### config.mk
export PLATFORM = sky130hd
export DESIGN_NAME = serial_rx_status
export DESIGN_NICKNAME = d
export VERILOG_FILES = /design/src/rtl/rxs_pkg.sv /design/src/rtl/rxs_ctrl.sv /design/src/rtl/rxs_fifo.sv /design/src/rtl/rxs_data.sv /design/src/rtl/serial_rx_status.sv
export SDC_FILE = /design/constraint.sdc
export NUM_CORES = 1
export LEC_CHECK = 0
export ABC_AREA = 1
export BUFFER_PORTS_ARGS = -buffer_cell sky130_fd_sc_hd__buf_2
export CAP_MARGIN = 20
export CORE_ASPECT_RATIO = 1.1
export CORE_MARGIN = 8
export CORE_UTILIZATION = 37
export DETAILED_ROUTE_END_ITERATION = 6
export PLACE_DENSITY = 0.51
export SYNTH_ARGS = -nofsm -noshare
export SYNTH_HDL_FRONTEND = slang
export SYNTH_HIERARCHICAL = 1
export SYNTH_SLANG_ARGS = --single-unit
### constraint.sdc
create_clock -name clk -period 4.3 [get_ports clk]
set_clock_uncertainty 0.15 [all_clocks]
set_input_delay 0.43 -clock clk [delete_from_list [all_inputs] [get_ports clk]]
set_output_delay 0.43 -clock clk [all_outputs]
set_load 0.05 [all_outputs]
### src/rtl/rxs_pkg.sv
package rxs_pkg;
  localparam logic [1:0] PAR_ODD  = 2'b00;
  localparam logic [1:0] PAR_EVEN = 2'b01;
  localparam logic [1:0] PAR_ONE  = 2'b10;
  localparam logic [1:0] PAR_ZERO = 2'b11;

  typedef struct packed {
    logic [7:0] data;
    logic       parErr;
    logic       frmErr;
    logic       brk;
  } rxs_entry_t;

  typedef struct packed {
    logic       push;
    rxs_entry_t entry;
  } rxs_strobe_t;

  typedef enum logic [2:0] {
    ST_IDLE, ST_START, ST_DATA, ST_PAR, ST_STOP, ST_BRK
  } rxs_state_e;
endpackage

### src/rtl/rxs_ctrl.sv
module rxs_ctrl
  import rxs_pkg::*;
#(
  parameter int OVS = 16
) (
  input  logic        clk,
  input  logic        rstN,
  input  logic        serIn,
  input  logic        sampleTick,
  input  logic [1:0]  wordLen,
  input  logic        parityOn,
  input  logic [1:0]  parityMode,
  output rxs_strobe_t strb
);
  localparam int CW = $clog2(OVS);
  localparam logic [CW-1:0] MID  = CW'(OVS / 2 - 1);
  localparam logic [CW-1:0] LAST = CW'(OVS - 1);

  logic rxMeta, rxS;
  rxs_state_e state;
  logic [CW-1:0] tickCnt;
  logic [2:0] bitIdx;
  logic [7:0] shiftData;
  logic zeroSoFar;
  logic parBit;
  logic expPar;
  logic [2:0] lastBit;

  assign lastBit = 3'(wordLen) + 3'd4;

  always_comb begin
    unique case (parityMode)
      PAR_ODD:  expPar = ~^shiftData;
      PAR_EVEN: expPar = ^shiftData;
      PAR_ONE:  expPar = 1'b1;
      default:  expPar = 1'b0;
    endcase
  end

  always_ff @(posedge clk or negedge rstN) begin
    if (!rstN) begin
      rxMeta <= 1'b1;
      rxS    <= 1'b1;
    end else begin
      rxMeta <= serIn;
      rxS    <= rxMeta;
    end
  end

  always_ff @(posedge clk or negedge rstN) begin
    if (!rstN) begin
      state     <= ST_IDLE;
      tickCnt   <= '0;
      bitIdx    <= '0;
      shiftData <= '0;
      zeroSoFar <= 1'b0;
      parBit    <= 1'b0;
      strb      <= '0;
    end else begin
      strb.push <= 1'b0;
      unique case (state)
        ST_IDLE: begin
          if (sampleTick && !rxS) begin
            state   <= ST_START;
            tickCnt <= '0;
          end
        end
        ST_START: begin
          if (sampleTick) begin
            if (tickCnt == MID) begin
              tickCnt <= '0;
              if (rxS) begin
                state <= ST_IDLE;
              end else begin
                state     <= ST_DATA;
                bitIdx    <= '0;
                shiftData <= '0;
                zeroSoFar <= 1'b1;
              end
            end else begin
              tickCnt <= tickCnt + 1'b1;
            end
          end
        end
        ST_DATA: begin
          if (sampleTick) begin
            if (tickCnt == LAST) begin
              tickCnt           <= '0;
              shiftData[bitIdx] <= rxS;
              zeroSoFar         <= zeroSoFar & ~rxS;
              if (bitIdx == lastBit) begin
                state <= parityOn ? ST_PAR : ST_STOP;
              end else begin
                bitIdx <= bitIdx + 1'b1;
              end
            end else begin
              tickCnt <= tickCnt + 1'b1;
            end
          end
        end
        ST_PAR: begin
          if (sampleTick) begin
            if (tickCnt == LAST) begin
              tickCnt   <= '0;
              parBit    <= rxS;
              zeroSoFar <= zeroSoFar & ~rxS;
              state     <= ST_STOP;
            end else begin
              tickCnt <= tickCnt + 1'b1;
            end
          end
        end
        ST_STOP: begin
          if (sampleTick) begin
            if (tickCnt == LAST) begin
              tickCnt         <= '0;
              strb.push       <= 1'b1;
              strb.entry.data <= shiftData;
              if (zeroSoFar && !rxS) begin
                strb.entry.parErr <= 1'b0;
                strb.entry.frmErr <= 1'b0;
                strb.entry.brk    <= 1'b1;
                state             <= ST_BRK;
              end else begin
                strb.entry.parErr <= parityOn && (parBit != expPar);
                strb.entry.frmErr <= ~rxS;
                strb.entry.brk    <= 1'b0;
                if (!rxS) begin
                  state     <= ST_DATA;
                  bitIdx    <= '0;
                  shiftData <= '0;
                  zeroSoFar <= 1'b1;
                end else begin
                  state <= ST_IDLE;
                end
              end
            end else begin
              tickCnt <= tickCnt + 1'b1;
            end
          end
        end
        ST_BRK: begin
          if (rxS) state <= ST_IDLE;
        end
        default: state <= ST_IDLE;
      endcase
    end
  end

  // a break character always carries value zero and no other tag
  p_break_clean_r5: assert property (@(posedge clk) disable iff (!rstN)
    (strb.push && strb.entry.brk) |-> (strb.entry.data == 8'h00 && !strb.entry.frmErr && !strb.entry.parErr));

  // each frame yields a single push pulse
  p_push_single_r5: assert property (@(posedge clk) disable iff (!rstN)
    strb.push |=> !strb.push);
endmodule

### src/rtl/rxs_fifo.sv
module rxs_fifo
  import rxs_pkg::*;
#(
  parameter int DEPTH = 16
) (
  input  logic                       clk,
  input  logic                       rstN,
  input  logic                       wrEn,
  input  rxs_entry_t                 wrEntry,
  input  logic                       rdEn,
  output rxs_entry_t                 head,
  output rxs_entry_t                 second,
  output logic [$clog2(DEPTH+1)-1:0] count
);
  localparam int AW = (DEPTH > 1) ? $clog2(DEPTH) : 1;
  localparam int CNT_W = $clog2(DEPTH + 1);

  rxs_entry_t mem [DEPTH];
  logic [AW-1:0] wrPtr, rdPtr, rdPtrNext;

  function automatic logic [AW-1:0] bump(input logic [AW-1:0] p);
    return (p == AW'(DEPTH - 1)) ? '0 : p + 1'b1;
  endfunction

  assign rdPtrNext = bump(rdPtr);
  assign head   = mem[rdPtr];
  assign second = mem[rdPtrNext];

  always_ff @(posedge clk) begin
    if (wrEn) mem[wrPtr] <= wrEntry;
  end

  always_ff @(posedge clk or negedge rstN) begin
    if (!rstN) begin
      wrPtr <= '0;
      rdPtr <= '0;
      count <= '0;
    end else begin
      if (wrEn) wrPtr <= bump(wrPtr);
      if (rdEn) rdPtr <= rdPtrNext;
      count <= count + CNT_W'(wrEn) - CNT_W'(rdEn);
    end
  end

  // the queue never holds more than its depth
  p_no_overflow_r3: assert property (@(posedge clk) disable iff (!rstN)
    count <= CNT_W'(DEPTH));
endmodule

### src/rtl/rxs_data.sv
module rxs_data
  import rxs_pkg::*;
#(
  parameter int DEPTH = 16
) (
  input  logic                       clk,
  input  logic                       rstN,
  input  rxs_strobe_t                strb,
  input  logic                       popReq,
  input  logic                       statusRead,
  output logic [7:0]                 popData,
  output logic                       dataReady,
  output logic                       overrunFlag,
  output logic                       parityFlag,
  output logic                       framingFlag,
  output logic                       breakFlag,
  output logic                       queueErrFlag,
  output logic [$clog2(DEPTH+1)-1:0] fillLevel
);
  localparam int CNT_W = $clog2(DEPTH + 1);

  logic [CNT_W-1:0] count, errCnt, errCntNext;
  logic full, wrEn, rdEn, headLoad;
  rxs_entry_t head, second, newHead;

  function automatic logic anyTag(input rxs_entry_t e);
    return e.parErr | e.frmErr | e.brk;
  endfunction

  assign full = (count == CNT_W'(DEPTH));
  assign wrEn = strb.push && !full;
  assign rdEn = popReq && (count != '0);

  rxs_fifo #(.DEPTH(DEPTH)) fifo_i (
    .clk(clk), .rstN(rstN), .wrEn(wrEn), .wrEntry(strb.entry),
    .rdEn(rdEn), .head(head), .second(second), .count(count)
  );

  always_comb begin
    headLoad = 1'b0;
    newHead  = strb.entry;
    if (wrEn && (count == '0 || (rdEn && count == CNT_W'(1)))) begin
      headLoad = 1'b1;
    end else if (rdEn && count > CNT_W'(1)) begin
      headLoad = 1'b1;
      newHead  = second;
    end
  end

  assign errCntNext = errCnt + CNT_W'(wrEn && anyTag(strb.entry))
                             - CNT_W'(rdEn && anyTag(head));

  always_ff @(posedge clk or negedge rstN) begin
    if (!rstN) begin
      errCnt       <= '0;
      overrunFlag  <= 1'b0;
      parityFlag   <= 1'b0;
      framingFlag  <= 1'b0;
      breakFlag    <= 1'b0;
      queueErrFlag <= 1'b0;
    end else begin
      errCnt       <= errCntNext;
      overrunFlag  <= (overrunFlag && !statusRead) | (strb.push && full);
      parityFlag   <= (parityFlag  && !statusRead) | (headLoad && newHead.parErr);
      framingFlag  <= (framingFlag && !statusRead) | (headLoad && newHead.frmErr);
      breakFlag    <= (breakFlag   && !statusRead) | (headLoad && newHead.brk);
      queueErrFlag <= (queueErrFlag && !(statusRead && errCntNext == '0))
                    | (headLoad && anyTag(newHead));
    end
  end

  assign popData   = head.data;
  assign dataReady = (count != '0);
  assign fillLevel = count;

  // a character arriving at a full queue raises overrun
  p_overrun_set_r3: assert property (@(posedge clk) disable iff (!rstN)
    (strb.push && full) |=> overrunFlag);

  // the dropped character leaves the fill level at depth
  p_overrun_keep_r3: assert property (@(posedge clk) disable iff (!rstN)
    (strb.push && full && !popReq) |=> (fillLevel == CNT_W'(DEPTH)));

  // a status read with no new overrun leaves the flag clear
  p_read_clear_r8: assert property (@(posedge clk) disable iff (!rstN)
    (statusRead && !(strb.push && full)) |=> !overrunFlag);

  // popping the only character drops data-ready
  p_ready_drop_r9: assert property (@(posedge clk) disable iff (!rstN)
    (popReq && fillLevel == CNT_W'(1) && !strb.push) |=> !dataReady);
endmodule

### src/rtl/serial_rx_status.sv
module serial_rx_status
  import rxs_pkg::*;
#(
  parameter int DEPTH = 16,
  parameter int OVS   = 16,
  localparam int CNT_W = $clog2(DEPTH + 1)
) (
  input  logic             clk,
  input  logic             rstN,
  input  logic             serIn,
  input  logic             sampleTick,
  input  logic [1:0]       wordLen,
  input  logic             parityOn,
  input  logic [1:0]       parityMode,
  input  logic             popReq,
  output logic [7:0]       popData,
  input  logic             statusRead,
  output logic             dataReady,
  output logic             overrunFlag,
  output logic             parityFlag,
  output logic             framingFlag,
  output logic             breakFlag,
  output logic             queueErrFlag,
  output logic [CNT_W-1:0] fillLevel
);
  rxs_strobe_t strb;

  rxs_ctrl #(.OVS(OVS)) ctrl_i (
    .clk(clk), .rstN(rstN), .serIn(serIn), .sampleTick(sampleTick),
    .wordLen(wordLen), .parityOn(parityOn), .parityMode(parityMode),
    .strb(strb)
  );

  rxs_data #(.DEPTH(DEPTH)) data_i (
    .clk(clk), .rstN(rstN), .strb(strb), .popReq(popReq),
    .statusRead(statusRead), .popData(popData), .dataReady(dataReady),
    .overrunFlag(overrunFlag), .parityFlag(parityFlag),
    .framingFlag(framingFlag), .breakFlag(breakFlag),
    .queueErrFlag(queueErrFlag), .fillLevel(fillLevel)
  );
endmodule

==> qor.yml, run 1 <==
firstDrtPassIters: 6
syn_area_um2: 11450
cellPowerDensity_nw_per_um2: 657.0
cts_sinks: 233
dp_hpwl_um: 16940
antenna_found_initial: 0
power.internal_uw: 4883
synth_warnings: 6
outcome: "finished, final reports clean"
tightest_slew_ps: 1066
cts_setup_buffers: 0
htreeDepth: 1
place.gp.congestion: 0.8455
grt.overflow.total: 0
grt_max_degree: 87
syn_avg_cell_area_um2: 9.475
wl_per_cell_um: 15.91
maxCapViolCount: 0
die_area_um2: 36850
hold_path_class: "input pin to register"
cp_max_fo: 44
cts_resized: 0
max-clock-path-buffers: 3
cts_tree: "built"
layout_common_cells: "nand2_1, inv_1, edfxtp_1"
irDropWorstVdd_mv: 0.3170
start_util_pct: 37.54
p_comb_share_pct: 40.6
final_common_cell: "nand2_1"
hold_viol_final: 0
remaining_drc_errors: 0
grt_pass1_vias: 7802
setup_tns_ps: 0
viasPerCell: 4.856
syn_to_final_growth_pct: 11.36
totalWireLength_um: 26000
vias: 7935
setup_violations: 0
rsz0062_at_grt: "no"
crit_required_ps: 4560
cp_top_family: "simple AND/OR/NAND/NOR gates"
clk_latency_ps: 530
drt-initial-drc-count: 538
nets: 1230
cpMostUsedCell: "nand2_1"
finalCritPeriodShare_pct: 90.11
critPathKind: "register to register"
arrival_ps: 4140
hold_buffers: 3
core-area_um2: 30510
fmax_mhz: 258.1
slew_headroom_pct: 28.68
drv_slew: 0
placement.io_buffers: 29
clk_pin_slew_ps: 60
fp-row-count: 67
layout_min_cycle_time_ps: 3875
grt_first_pass_wirelength_um: 42770
syn_inst: 1209
die_x_um: 183.8
cts_buffers: 26
p_sw_uw: 3497
max_stage_delay_ps: 620
ant_nets: 0
synth_fp_nets: 1239
groute.usage.overall_pct: 14.28
fp.dieH_um: 200.5
nFillCells: 3006
path_buf_inv: 2
cts_root_buf: "clkbuf_16"
cp_cell_sequence: "inv_2, nand2_1, o211ai_1, nand2_1, o21ai_0, o21ai_1, nor3_1, nor2_1, ha_1, inv_1, ha_1, fa_1, xor2_1, nor3_1, nand3_1, nand2_1, nand3_2"
power_leakage_uw: 0.005299
cpMaxStageDelayCell: "dfrtp_4"
antenna_cells: 0
swShare_pct: 41.74
total_power_uw: 8380
pwr-share-clk_pct: 26.2
io_pins: 30
seq_power_share_pct: 33.2
final_layout_size_suffix_gt1_share_pct: 10.57
crit_path_end_kind: "register"
crit_path_start_kind: "register"
-- state kept, by name (all words and copies together) (netlist names), 3 cells and up --
name                 flops
ctrl_i/strb             12
data_i/errCnt            5
data_i/fifo_i/wrPtr      4
ctrl_i/tickCnt           4
ctrl_i/bitIdx            3
data_i/fifo_i/rdPtr      4
ctrl_i/shiftData         8
data_i/fifo_i/count      5
ctrl_i/state             3
data_i/fifo_i/mem      176
-- worst reg2reg max path, delay by kind of cell, from the launching register on --
kind	cells	cell delay, ps
simple gates	8	950
fa+ha+maj	3	890
flops	1	620
buf+inv	2	620
compound gates	3	350
xor+xnor	1	190
-- metal layers --
metal | global-route usage (%) | up-vias | wire length (µm)
li1 | - | 4020 | -
met1 | 20.27 | 3710 | 12420
met2 | 22.56 | 170 | 11980
met3 | 2.082 | 35 | 1170
met4 | 3.518 | 0 | 434
met5 | 0 | - | 0
-- power groups by stage --
| stage | clock network [µW] | logic (µW) | registers (µW) |
|---|---|---|---|
| after global routing | 2350 | 3840 | 2810 |
| after floorplan | 0 | 2720 | 2850 |
| final | 2200 | 3400 | 2780 |
| after CTS | 2260 | 3420 | 2780 |
| after detailed placement | 0 | 3410 | 2830 |
| after global placement | 0 | 3400 | 2820 |
-- layout make-up --
cell class                 instances  area, µm²  area share (%)
clock buffer                      39      739.5           5.797
clock inverter                     9      107.6          0.8435
timing repair buffer              51      332.8           2.609
inverter                         186      700.7           5.493
multi-input combinational        702       3638           28.52
sequential                       233       6719           52.67
tap                              414      518.0           4.061
-- path summary, 6_finish.rpt --
path | startpoint | to | slack (ps) | depth (start not counted)
setup / recovery | data_i/fifo_i/rdPtr[0] | data_i/queueErrFlag | 430 | 17
hold / removal | parityMode[1] | ctrl_i/strb[2] | 120 | 5
setup reg to reg | data_i/fifo_i/rdPtr[0] | data_i/queueErrFlag | 430 | 17
hold reg to reg | ctrl_i/rxMeta | ctrl_i/rxS | 200 | 0
max in group asynchronous | rstN | ctrl_i/rxMeta | 2730 | 3
min in group asynchronous | rstN | ctrl_i/tickCnt[2] | 390 | 2
-- through the flow --
step,instances,instance area [µm²],setup slack [ps],hold WS (ps),util (%)
floorplan,1209,11450,990.8,-15.59,-
global placement,1578,11830,545.3,197.8,38.76
detailed placement,1579,11840,462.9,197.5,38.79
CTS,1630,12710,454.5,95.82,41.67
global route,1634,12760,33.83,111.7,41.80
finish,1634,12760,425.2,116.5,41.80
No activity file was read; power rests on OpenSTA's default activity.
==> inputs of run 2 (changes only) <==
--- a/config.mk
+++ b/config.mk
@@ -13,6 +13,7 @@
 export CORE_UTILIZATION = 37
 export DETAILED_ROUTE_END_ITERATION = 6
 export PLACE_DENSITY = 0.51
+export RECOVER_POWER = 25
 export SYNTH_ARGS = -nofsm -noshare
 export SYNTH_HDL_FRONTEND = slang
 export SYNTH_HIERARCHICAL = 1
==> constraint.sdc (replaced) <==
create_clock -name clk -period 4.3 [get_ports clk]
set_clock_uncertainty 0.15 [all_clocks]
set_input_delay 1.29 -clock clk [delete_from_list [all_inputs] [get_ports clk]]
set_output_delay 1.29 -clock clk [all_outputs]
set_load 0.05 [all_outputs]
==> run 2 against run 1 <==
  * Combinational power rose by 3%
  * Via count up 1.0%
  * Flip-flop and latch count stayed put
  * Cell count grew 0.18%
  * First-iteration DRC count is 10% higher
  * Total power down 1.4%
  * Routed wire length is 0.31% lower
  * Clock-buffer cell count is 7 lower
  * Critical path type is now register to primary output
  * Largest power group unchanged
==> qor.yml, run 2 (synthesized netlist as in run 1, its figures left out) <==
swShare_pct: 42.33
crit_path_end_kind: "primary output"
r2r-end: "data_i/queueErrFlag"
outcome: "finished, final reports clean"
p_comb_share_pct: 42.5
hold_path_class: "register to register"
cts_tree: "built"
die_x_um: 183.8
cp_max_fo: 42
core-area_um2: 30510
cts_setup_buffers: 0
fp-row-count: 67
irDropWorstVdd_mv: 0.2893
seq_power_share_pct: 32.9
pwr-share-clk_pct: 24.6
seq_area_um2: 6719
cts_buffers: 25
remaining_drc_errors: 0
grt_first_pass_wirelength_um: 42090
hold_buffers: 0
crit_path_start_kind: "register"
nFillCells: 2965
die_area_um2: 36850
fmax_mhz: 240.0
worstRegToRegCells: 16
min_to: "ctrl_i/rxS"
rsz0062_at_grt: "no"
start_util_pct: 37.54
holdWs_ps: 206.1
fp.dieH_um: 200.5
clk_latency_ps: 530
grt.overflow.total: 0
hold_viol_final: 0
viasPerCell: 4.897
final_common_cell: "nand2_1"
io_pins: 30
antenna_found_initial: 0
vias: 8017
hold_depth: 0
totalWireLength_um: 25920
arrival_ps: 2730
cts_sinks: 233
syn_to_final_growth_pct: 11.17
grt_pass1_vias: 7469
drt-initial-drc-count: 592
layout_min_cycle_time_ps: 4166
groute.usage.overall_pct: 14.16
final_area_um2: 12730
critPathKind: "register to primary output"
setup_violations: 0
drv_slew: 0
largest_reg_flops: 176
place.gp.congestion: 0.7926
p_sw_uw: 3499
clk_pin_slew_ps: 60
top_register: "data_i/fifo_i/mem"
max-clock-path-buffers: 3
power_leakage_uw: 0.005304
nets: 1235
final_layout_size_suffix_gt1_share_pct: 10.71
maxCapViolCount: 0
wl_per_cell_um: 15.83
htreeDepth: 1
firstDrtPassIters: 5
crit_required_ps: 2860
hold_start: "ctrl_i/rxMeta"
slew_headroom_pct: 34.97
antenna_cells: 0
setup_tns_ps: 0
tightest_slew_ps: 975.5
cts_root_buf: "clkbuf_16"
reg_top3: "data_i/fifo_i/mem x176, ctrl_i/strb x12, ctrl_i/shiftData x8"
reg2reg_slack_ps: 660
power.internal_uw: 4766
placement.io_buffers: 29
r2r_start: "data_i/fifo_i/rdPtr[0]"
layout_common_cells: "nand2_1, inv_1, edfxtp_1"
grt_max_degree: 120
place_area_um2: 11910
cellPowerDensity_nw_per_um2: 649.0
ant_nets: 0
cts_resized: 0
finalCritPeriodShare_pct: 96.88
multi_input_area_um2: 3636
dp_hpwl_um: 16590
run 2: changes by cell type in the layout (fill, tap and decap cells not counted), moves of 2 or more:
cell | before | now
clkbuf_1 | 9 | 7
buf_12 | 0 | 3
buf_4 | 15 | 21
clkinv_1 | 2 | 7
dlygate4sd3_1 | 3 | 0
clkbuf_8 | 4 | 2
run 2: worst max-delay path: stages, from the launching register on:
cell	delay [ps]
dfrtp_4	490
inv_2	490
buf_12	280
nand2_1	70
o211ai_1	80
nand2_1	90
o21ai_0	350
o21ai_1	90
buf_2	220
run 2: how the worst max path moves through the flow:
stage | start | end | cells past startpoint | slack (ps)
2_1_floorplan | data_i/fifo_i/count[1] | data_i/queueErrFlag | 14 | 990
3_3_place_gp | data_i/fifo_i/rdPtr[0] | data_i/queueErrFlag | 19 | 680
3_5_place_dp | data_i/fifo_i/rdPtr[0] | data_i/queueErrFlag | 19 | 650
4_1_cts | data_i/fifo_i/rdPtr[0] | popData[0] | 8 | 180
5_1_grt | data_i/fifo_i/rdPtr[0] | popData[3] | 7 | 40
6_report | data_i/fifo_i/rdPtr[0] | popData[0] | 8 | 130
run 2: power by group through the flow:
stage | logic, µW | clock network [µW] | registers [µW]
after floorplan | 2720 | 0 | 2850
after global placement | 3520 | 0 | 2760
after detailed placement | 3520 | 0 | 2760
after CTS | 3530 | 2080 | 2720
after global routing | 3940 | 2180 | 2740
final | 3510 | 2030 | 2720
run 2: cell type report:
class | count | area share, %
Clock buffer | 32 | 5.276
Clock inverter | 13 | 0.7074
Inverter | 186 | 5.502
Multi-Input combinational cell | 702 | 28.55
Sequential cell | 233 | 52.76
Tap cell | 414 | 4.068
Timing Repair Buffer | 57 | 3.134
run 2: through the flow:
step	total power, µW	setup WS [ps]	instances	utilization (%)
global route	8861	35.23	1637	41.73
finish	8264	134.2	1637	41.73
detailed placement	6288	645.3	1586	39.04
CTS	8328	178.8	1631	41.54
global placement	6287	684.9	1585	39.00
floorplan	5564	990.8	1209	-
run 2: routing by layer:
layer / GRT usage, % / up-vias / part of all wire (%)
met2: 22.68 / 187 / 46
met3: 1.991 / 21 / 4.6
met1: 20.06 / 3768 / 48
met5: 0 / - / 0
met4: 3.114 / 0 / 1.3
li1: - / 4041 / -
==> inputs of run 3 (changes only) <==
--- a/config.mk
+++ b/config.mk
@@ -5,7 +5,6 @@
 export SDC_FILE = /design/constraint.sdc
 export NUM_CORES = 1
 export LEC_CHECK = 0
-export ABC_AREA = 1
 export BUFFER_PORTS_ARGS = -buffer_cell sky130_fd_sc_hd__buf_2
 export CAP_MARGIN = 20
 export CORE_ASPECT_RATIO = 1.1
==> run 3 against run 2 <==
  * Synthesized area decreased by 8.3%
  * Register-to-register slack got worse by 210 ps
  * Total power fell by 17%
  * Fmax is 0.39% higher
  * Combinational power down 44%
  * Highest routed layer unchanged
  * Hold slack worse by 0.54 ps
  * Cell count fell by 34%
==> qor.yml, run 3 <==
drt-initial-drc-count: 374
start_util_pct: 37.71
total_power_uw: 6894
fp.dieH_um: 192.7
syn_area_um2: 10510
worstRegToRegCells: 11
hold_viol_final: 0
cp_max_fo: 21
final_common_cell: "edfxtp_1"
power_leakage_uw: 0.004202
grt_first_pass_wirelength_um: 35850
place.gp.congestion: 0.8423
nets: 734
crit_required_ps: 2860
cp_cell_sequence: "buf_4, mux4_2, mux4_2, buf_2"
antenna_cells: 0
crit_path_end_kind: "primary output"
die_x_um: 176.7
firstDrtPassIters: 4
max_stage_delay_ps: 660
reg2reg_slack_ps: 450
wl_per_cell_um: 21.08
irDropWorstVdd_mv: 0.2550
hold_start: "ctrl_i/rxMeta"
syn_avg_cell_area_um2: 15.71
top_register: "data_i/fifo_i/mem"
clk_pin_slew_ps: 60
fp-row-count: 64
arrival_ps: 2710
synth_fp_nets: 699
cts_sinks: 233
htreeDepth: 1
finalCritPeriodShare_pct: 96.50
maxCapViolCount: 0
cts_buffers: 25
place_area_um2: 11060
groute.usage.overall_pct: 13.65
hold_path_class: "register to register"
path_buf_inv: 2
syn_to_final_growth_pct: 13.34
final_area_um2: 11910
grt_max_degree: 30
clk_latency_ps: 530
hold_depth: 0
critPathKind: "register to primary output"
cp_top_family: "multiplexers"
min_to: "ctrl_i/rxS"
drv_slew: 0
grt.overflow.total: 0
setup_tns_ps: 0
largest_reg_flops: 176
cts_tree: "built"
layout_min_cycle_time_ps: 4149
cts_root_buf: "clkbuf_16"
syn_inst: 669
max-clock-path-buffers: 3
hold_buffers: 0
ant_nets: 0
layout_common_cells: "edfxtp_1, mux4_2, dfrtp_1"
final_layout_size_suffix_gt1_share_pct: 25.94
cellPowerDensity_nw_per_um2: 578.9
cpMostUsedCell: "mux4_2"
r2r-end: "data_i/queueErrFlag"
die_area_um2: 34050
vias: 5829
reg_top3: "data_i/fifo_i/mem x176, ctrl_i/strb x12, ctrl_i/shiftData x8"
remaining_drc_errors: 0
r2r_start: "data_i/fifo_i/rdPtr[1]"
setup_violations: 0
cpMaxStageDelayCell: "dfrtp_2"
antenna_found_initial: 0
core-area_um2: 27870
dp_hpwl_um: 15420
outcome: "finished, final reports clean"
holdWs_ps: 205.5
placement.io_buffers: 29
slew_headroom_pct: 29.01
io_pins: 30
crit_cells: 4
synth_warnings: 6
tightest_slew_ps: 1055
totalWireLength_um: 22850
fmax_mhz: 241.0
crit_path_start_kind: "register"
rsz0062_at_grt: "no"
viasPerCell: 5.377
grt_pass1_vias: 6128
-- run 3: final cells by class --
type / count / area (µm²)
clock buffer: 34 / 669.4
clock inverter: 10 / 167.7
fill: 2490 / 15960
inverter: 28 / 105.1
multi-input combinational: 353 / 3393
sequential: 233 / 6719
tap: 363 / 454.2
timing repair buffer: 63 / 400.4
-- run 3: metrics by stage --
| stage | std cells | utilization (%) | setup WS [ps] |
|---|---|---|---|
| floorplan | 669 | - | 535.4 |
| global placement | 1039 | 39.70 | 411.1 |
| detailed placement | 1039 | 39.70 | 349.9 |
| CTS | 1083 | 42.72 | 33.89 |
| global route | 1084 | 42.74 | 34.55 |
| finish | 1084 | 42.74 | 150.5 |
-- run 3: worst max-delay path by stage --
stage	from	slack, ps	end
6_report	data_i/fifo_i/rdPtr[0]	150	popData[6]
5_1_grt	data_i/fifo_i/rdPtr[0]	30	popData[0]
4_1_cts	data_i/fifo_i/rdPtr[1]	30	popData[5]
3_5_place_dp	data_i/fifo_i/rdPtr[1]	350	data_i/queueErrFlag
3_3_place_gp	data_i/fifo_i/rdPtr[1]	410	data_i/queueErrFlag
2_1_floorplan	data_i/fifo_i/rdPtr[1]	540	data_i/queueErrFlag
-- run 3: power by group --
group          switching (µW)  leakage [µW]  total [µW]  internal, µW
sequential                212       0.00234        2730          2520
clock                     857      0.000409        2190          1340
combinational            1150       0.00145        1970           817
total                    2220       0.00420        6890          4670
-- run 3: worst register-to-register path, stage by stage, from the launching register on --
cell	delay, ps
dfrtp_4	590
mux4_2	550
mux4_2	480
o31a_1	330
ha_1	280
inv_1	40
ha_1	210
fa_1	420
nand3_1	110
a21oi_1	80
o41ai_1	350
o211ai_1	140
-- run 3: repair_timing --
action	CTS	global route
gates resized for setup	2	2
endpoints found under the setup margin	8	5
buffers inserted	0	0
-- run 3: routing by layer --
metal	vias up	global-route usage, %	share of wire (%)
li1	2629	-	-
met1	3023	17.52	43
met2	143	23.70	51
met3	34	2.231	4.8
met4	0	3.526	1.7
met5	-	0	0
